[src/rtl/irqm_pkg.sv]
package irqm_pkg;

    localparam int SRC_N  = 32;
    localparam int LVL_W  = 4;
    localparam int ADDR_W = 2;

    // Positions that are not implemented: never pending, never masked.
    localparam logic [SRC_N-1:0] FIXED_OFF = 32'h4fb2_007f;
    localparam logic [SRC_N-1:0] LIVE_BITS = ~FIXED_OFF;

    typedef logic [LVL_W-1:0] lvl_t;
    typedef logic [SRC_N-1:0] srcvec_t;

    typedef enum logic [ADDR_W-1:0] {
        CMD_IDLE0  = 2'd0,
        CMD_IDLE1  = 2'd1,
        CMD_UNMASK = 2'd2,
        CMD_MASK   = 2'd3
    } cmd_e;

    typedef struct packed {
        srcvec_t pend;
        srcvec_t dis;
    } mstate_t;

    // Source position to processor level.
    function automatic lvl_t src_level(input int unsigned idx);
        lvl_t l;
        case (idx)
            0:              l = 4'd2;
            1, 8:           l = 4'd3;
            18:             l = 4'd4;
            2, 9:           l = 4'd5;
            16:             l = 4'd6;
            3, 10:          l = 4'd7;
            20:             l = 4'd8;
            4, 11:          l = 4'd9;
            19:             l = 4'd10;
            5, 12, 22:      l = 4'd11;
            14, 15:         l = 4'd12;
            13:             l = 4'd13;
            7:              l = 4'd14;
            28, 30:         l = 4'd15;
            default:        l = 4'd0;
        endcase
        return l;
    endfunction

endpackage

[src/rtl/irqm_mask_regs.sv]
module irqm_mask_regs
    import irqm_pkg::*;
(
    input  logic                clk,
    input  logic                rst,
    input  srcvec_t             src_i,
    input  logic                wr_en_i,
    input  logic [ADDR_W-1:0]   wr_addr_i,
    input  srcvec_t             wr_data_i,
    output mstate_t             state_o
);

    mstate_t st_q, st_n;
    srcvec_t wr_bits;
    srcvec_t pend_set;
    cmd_e    cmd;

    assign cmd      = cmd_e'(wr_addr_i);
    assign wr_bits  = wr_data_i & LIVE_BITS;
    assign pend_set = st_q.pend | (src_i & LIVE_BITS);

    always_comb begin
        st_n.pend = pend_set;
        st_n.dis  = st_q.dis;
        if (wr_en_i) begin
            case (cmd)
                CMD_UNMASK: st_n.dis = st_q.dis & ~wr_bits;
                CMD_MASK: begin
                    st_n.dis  = st_q.dis | wr_bits;
                    st_n.pend = pend_set & ~wr_bits;
                end
                default: ;
            endcase
        end
    end

    always_ff @(posedge clk) begin
        if (rst) begin
            st_q.pend <= '0;
            st_q.dis  <= LIVE_BITS;
        end else begin
            st_q <= st_n;
        end
    end

    assign state_o = st_q;

    // unmask write clears the written implemented bits
    p_unmask_clears_r3: assert property (@(posedge clk) disable iff (rst)
        (wr_en_i && wr_addr_i == 2'd2) |=> ((st_q.dis & $past(wr_data_i) & LIVE_BITS) == '0));

    // mask write masks and drops pending
    p_mask_sets_r4: assert property (@(posedge clk) disable iff (rst)
        (wr_en_i && wr_addr_i == 2'd3) |=>
        (((st_q.dis & $past(wr_data_i) & LIVE_BITS) == ($past(wr_data_i) & LIVE_BITS)) &&
         ((st_q.pend & $past(wr_data_i) & LIVE_BITS) == '0)));

    // unimplemented positions stay zero in both registers
    p_fixed_off_r5: assert property (@(posedge clk) disable iff (rst)
        ((st_q.pend & FIXED_OFF) == '0) && ((st_q.dis & FIXED_OFF) == '0));

    // pending is sticky unless a mask command is written
    p_pend_sticky_r2: assert property (@(posedge clk) disable iff (rst)
        !(wr_en_i && wr_addr_i == 2'd3) |=> ((st_q.pend & $past(st_q.pend)) == $past(st_q.pend)));

    // idle command words change no mask bit
    p_idle_cmd_r9: assert property (@(posedge clk) disable iff (rst)
        (wr_addr_i[1] == 1'b0) |=> (st_q.dis == $past(st_q.dis)));

endmodule

[src/rtl/irqm_max_fold.sv]
module irqm_max_fold
    import irqm_pkg::*;
#(
    parameter int N = SRC_N
) (
    input  lvl_t lv_i [N],
    output lvl_t max_o
);

    always_comb begin
        max_o = '0;
        for (int i = 0; i < N; i++) begin
            if (lv_i[i] > max_o) max_o = lv_i[i];
        end
    end

endmodule

[src/rtl/irqm_level_map.sv]
module irqm_level_map
    import irqm_pkg::*;
(
    input  logic    clk,
    input  logic    rst,
    input  srcvec_t active_i,
    output lvl_t    level_o
);

    lvl_t mapped [SRC_N];

    for (genvar g = 0; g < SRC_N; g++) begin : g_map
        localparam lvl_t LVL_G = src_level(g);
        assign mapped[g] = active_i[g] ? LVL_G : '0;
    end

    irqm_max_fold #(.N(SRC_N)) u_fold (
        .lv_i  (mapped),
        .max_o (level_o)
    );

    // nothing active means level zero
    p_idle_zero_r7: assert property (@(posedge clk) disable iff (rst)
        (active_i == '0) |-> (level_o == '0));

    // a nonzero level needs an active source
    p_level_has_src_r7: assert property (@(posedge clk) disable iff (rst)
        (level_o != '0) |-> (active_i != '0));

    // top level seen whenever a level-15 source is active
    p_top_level_r6: assert property (@(posedge clk) disable iff (rst)
        (active_i[28] || active_i[30]) |-> (level_o == 4'd15));

endmodule

[src/rtl/irq_level_master.sv]
module irq_level_master
    import irqm_pkg::*;
(
    input  logic         clk,
    input  logic         rst,
    input  logic [31:0]  src_i,
    input  logic         wr_en_i,
    input  logic [1:0]   wr_addr_i,
    input  logic [31:0]  wr_data_i,
    output logic [3:0]   level_o
);

    mstate_t st;
    srcvec_t active;

    irqm_mask_regs u_regs (
        .clk       (clk),
        .rst       (rst),
        .src_i     (src_i),
        .wr_en_i   (wr_en_i),
        .wr_addr_i (wr_addr_i),
        .wr_data_i (wr_data_i),
        .state_o   (st)
    );

    assign active = st.pend & ~st.dis;

    irqm_level_map u_map (
        .clk      (clk),
        .rst      (rst),
        .active_i (active),
        .level_o  (level_o)
    );

    // level is zero the cycle after reset
    p_reset_quiet_r1: assert property (@(posedge clk)
        $past(rst) |-> (level_o == '0));

endmodule

[config.mk]
export PLATFORM = sky130hd
export DESIGN_NAME = irq_level_master
export DESIGN_NICKNAME = d
export VERILOG_FILES = /design/src/rtl/irqm_pkg.sv /design/src/rtl/irqm_mask_regs.sv /design/src/rtl/irqm_max_fold.sv /design/src/rtl/irqm_level_map.sv /design/src/rtl/irq_level_master.sv
export SDC_FILE = /design/constraint.sdc
export NUM_CORES = 1
export LEC_CHECK = 0
export BUFFER_PORTS_ARGS = -buffer_cell sky130_fd_sc_hd__buf_4
export CORE_UTILIZATION = 50
export DETAILED_ROUTE_END_ITERATION = 8
export PLACE_DENSITY = 0.69
export SLEW_MARGIN = 20
export SYNTH_ARGS = -nofsm -noshare
export SYNTH_HDL_FRONTEND = slang
export SYNTH_HIERARCHICAL = 1
export SYNTH_SLANG_ARGS = --single-unit
[constraint.sdc]
create_clock -name clk -period 99.8 [get_ports clk]
set_input_delay 9.98 -clock clk [delete_from_list [all_inputs] [get_ports clk]]
set_output_delay 9.98 -clock clk [all_outputs]
set_load 0.05 [all_outputs]
==> metrics.txt, run 1 <==
Initial Util=51.4%; yosys warns=6; Max Cap Viol=0; initial DRC count=381; num ports=73; FP Rows=46; dpl hpwl=15.4 mm; CTS clk-pin slew, worst paths=0.08 ns; CP peak stage delay=0.59 ns; Critical Path Slowest Stage Cell=or4_4; fin cells=1564; Fmax achieved=21.9 MHz; Die Y=130 um; IO buf count=36; Mapped Cells=1095; Worst Skew=0 ns; hold_sp=u_regs/state_o[44]$_SDFF_PP0_; Worst-Skew Late Latency=0.27 ns; Clock Sink Count=28; drt wl/cell=12.1 um; Final Setup Violations=0; clk buf depth=2; gr usage total=22.6%; postcts setup bufs=0; die width=130 um; worst-case reg-to-reg path depth=1; Core ar.=0.0160 sq mm; Hold Path End=u_regs/state_o[44]$_SDFF_PP0_; Placed Area=0.00942 sq mm; Worst EP arrival=35.68 ns; total grt overflow=0; PostCTS Resize Cnt=0; Worst path most repeated cell=ha_1; Crit. End Element=primary output; vias in the first global route=7388; Hold Path Cell Cnt=2; Placer Congestion=0.875; fin. max-slew vios=0; HP Class=reg -> reg; first-pass GRT wire length=32.6 mm; Via density=5.26; Avg Inst Size Synth=7.52 sq um; reg2reg setup slack=99.03 ns; Detail Route Antenna Nets=0; TritonCTS buffer count=3; RSZ-0062 raised after global routing=no; final worst path period share=45.7%; diodes inserted=0; Tmin final=45.66 ns; post-layout util=59.5%; design area=0.00951 sq mm; First-pass DRT Iterations=4; largest net degree at the start of global routing=29; outcome=finished clean; DRC=0; Placed Cells=1560; CP Launch Type=flip-flop; final wirelength=18.9 mm; total number of vias=8219; hold buffers post-CTS=0; worst setup path class=reg -> out; post-synthesis cell area=0.00823 sq mm; layout cells sized above 1=11.7%; initial antenna violation count=0; H-tree depth=1; nets=1485; Clock Tree Root=clkbuf_16; Setup TNS Final=0 ns; slew of the pin with the lowest slew margin=0.811 ns; Crit path required time=89.82 ns; Die Footprint=0.0170 sq mm; Crit Path Max Fanout=19; Final Hold Vio Count=0; CTS tree=yes; Slew headroom=45.5%; synth-to-layout area growth=15.6%
[metrics by stage]
stage / worst slack (ns) / hold slack, ns
CTS: 54.22 / 0.491
floorplan: 57.33 / 0.463
global placement: 55.08 / 0.476
detailed placement: 54.66 / 0.481
global route: 51.05 / 0.512
finish: 54.14 / 0.487
[critical path, delay by kind of cell, from the launching register on]
kind | cells | cell delay [ns]
multiplexers | 21 | 6.23
buffers and inverters | 13 | 1.22
AND/OR/NAND/NOR | 39 | 6.59
AO/OA/AOI/OAI | 59 | 11.82
adder cells (fa/ha/maj) | 32 | 9.17
flip-flops | 1 | 0.35
[layout make-up]
class,count,area [sq um]
sequential,28,561
fill,1584,6490
inverter,112,420
multi-input combinational,1168,7900
timing repair buffer,36,270
clock buffer,4,88.8
tap,216,270
[metal layers]
| layer | track usage [%] | wire length [um] | up-vias |
|---|---|---|---|
| li1 | - | - | 4418 |
| met1 | 30.7 | 9620 | 3695 |
| met2 | 39.4 | 8510 | 96 |
| met3 | 2.46 | 610 | 10 |
| met4 | 2.39 | 113 | 0 |
| met5 | 0 | 0 | - |
[placed cells by master, fill, tap and decap left out, drive strengths merged, types with 20 or more instances in the layout]
cell type	count
conb	260
inv	112
nor2	76
nand2	74
o21ai	71
ha	67
a21oi	50
nand3	46
mux2	40
buf	36
o21a	30
a211oi	29
dfxtp	28
nor2b	28
a31oi	24
and2	20
[how the worst max path moves through the flow]
stage | start | depth (start not counted) | to
after floorplan | u_regs/state_o[39]$_SDFF_PP0_ | 165 | level_o[2]
after global placement | u_regs/state_o[39]$_SDFF_PP0_ | 164 | level_o[2]
after detailed placement | u_regs/state_o[39]$_SDFF_PP0_ | 164 | level_o[2]
after CTS | u_regs/state_o[39]$_SDFF_PP0_ | 164 | level_o[2]
after global routing | u_regs/state_o[39]$_SDFF_PP0_ | 166 | level_o[2]
final | u_regs/state_o[39]$_SDFF_PP0_ | 164 | level_o[2]
Power of run 1 is not shown: default switching activity piles up to over one toggle a cycle in this logic, so the estimate is an artifact.
==> run 2, diff against run 1 <==
==> constraint.sdc (replaced) <==
create_clock -name clk -period 45.9 [get_ports clk]
set_input_delay 4.59 -clock clk [delete_from_list [all_inputs] [get_ports clk]]
set_output_delay 4.59 -clock clk [all_outputs]
set_load 0.05 [all_outputs]
==> metrics.txt, run 2 (synthesis results as in run 1) <==
outcome=finished clean; drt wl/cell=11.9 um (-1.2%); hold_sp=u_regs/state_o[44]$_SDFF_PP0_; Worst Skew=0 ns (unchanged); num ports=73 (unchanged); Crit Path Max Fanout=19 (unchanged); CTS clk-pin slew, worst paths=0.07 ns (about the same); reg2reg setup slack=45.13 ns (-53.90 ns); final worst path period share=87.5%; fin cells=1563 (-0.064%); Initial Util=51.4% (unchanged); Core ar.=0.0160 sq mm (unchanged); worst setup path class=reg -> out; postcts setup bufs=0 (unchanged); Worst path most repeated cell=ha_1; Die Y=130 um (unchanged); nets=1485 (unchanged); Crit. End Element=primary output; fin. max-slew vios=0 (unchanged); Setup WS pre-CTS=6.18 ns (-48.48 ns); FP Rows=46 (unchanged); die width=130 um (unchanged); hold buffers post-CTS=0 (unchanged); CP peak stage delay=0.58 ns (about the same); CTS tree=yes; first-pass GRT wire length=32.3 mm (-0.85%); Max Cap Viol=0 (unchanged); Worst EP arrival=35.56 ns (-0.12 ns); Critical Path Slowest Stage Cell=or4_4; Setup TNS Final=0 ns (unchanged); clk buf depth=2 (unchanged); synth-to-layout area growth=15.4%; Crit path required time=41.31 ns (-48.51 ns); total grt overflow=0 (unchanged); RSZ-0062 raised after global routing=no; Slew headroom=45.2% (-0.28 points); dpl hpwl=15.2 mm (-1.1%); Placer Congestion=0.873 (-0.26%); layout cells sized above 1=11.7% (-0.066 points); Final Setup Violations=0 (unchanged); Worst-Skew Late Latency=0.27 ns (about the same); Clock Sink Count=28 (unchanged); Hold Path End=u_regs/state_o[44]$_SDFF_PP0_; H-tree depth=1 (unchanged); initial antenna violation count=0 (unchanged); Hold Path Cell Cnt=2 (unchanged); HP Class=reg -> reg; most common cell after layout, fill and taps aside=conb_1; commonest cells after routing, fill and taps aside=conb_1, inv_1, nor2_1, nand2_1, ha_1; worst-case reg-to-reg path depth=1 (unchanged); final wirelength=18.6 mm (-1.3%); IO buf count=36 (unchanged); initial DRC count=439 (+15%); CP Launch Type=flip-flop; First-pass DRT Iterations=5 (+1); PostCTS Resize Cnt=0 (unchanged); post-route setup slack=5.75 ns (-48.39 ns); DRC=0 (unchanged); Fmax achieved=24.9 MHz; total number of vias=8216 (-0.037%); Placed Cells=1560 (unchanged); Die Footprint=0.0170 sq mm (unchanged); vias in the first global route=7362 (-0.35%); diodes inserted=0 (unchanged); Tmin final=40.15 ns; Detail Route Antenna Nets=0 (unchanged); Clock Tree Root=clkbuf_16; Via density=5.26 (about the same); Final Hold Vio Count=0 (unchanged); TritonCTS buffer count=3 (unchanged); gr usage total=22.4% (-0.16 points); slew of the pin with the lowest slew margin=0.815 ns (+0.00412 ns); largest net degree at the start of global routing=29 (unchanged)
-- run 2: worst max-delay path by stage --
stage                     slack, ns         end                          start
after detailed placement       6.18  level_o[2]  u_regs/state_o[39]$_SDFF_PP0_
after global placement         6.56  level_o[2]  u_regs/state_o[39]$_SDFF_PP0_
after global routing           2.81  level_o[2]  u_regs/state_o[39]$_SDFF_PP0_
after CTS                      5.76  level_o[2]  u_regs/state_o[39]$_SDFF_PP0_
after floorplan                8.82  level_o[2]  u_regs/state_o[39]$_SDFF_PP0_
final                          5.75  level_o[2]  u_regs/state_o[39]$_SDFF_PP0_
-- run 2: layer usage --
metal / vias up / wire length, um / GRT usage (%)
met3: 9 / 693 / 2.58
met1: 3654 / 9480 / 30.5
met5: - / 0 / 0
met4: 0 / 96 / 2.19
met2: 115 / 8340 / 39.1
li1: 4438 / - / -
-- run 2: layout make-up --
type | count | area (sq um)
Clock buffer | 3 | 75.1
Fill cell | 1554 | 6500
Inverter | 112 | 420
Multi-Input combinational cell | 1168 | 7900
Sequential cell | 28 | 561
Tap cell | 216 | 270
Timing Repair Buffer | 36 | 270
-- run 2: critical path: cells and delay by family (launching register included) --
family | cells | cell delay [ns]
simple gates | 38 | 6.43
compound gates | 60 | 11.81
mux | 21 | 6.06
flops | 1 | 0.34
fa+ha+maj | 32 | 9.28
buf+inv | 14 | 1.26
-- run 2: per-stage QoR --
step	hold slack, ns	util, %	instance area [sq um]
3_5_place_dp	0.482	58.9	9420
3_3_place_gp	0.476	58.9	9420
5_1_grt	0.509	59.4	9500
6_report	0.489	59.4	9500
2_1_floorplan	0.463	-	9200
4_1_cts	0.491	59.4	9500
Power of run 2 is left out for the same reason.
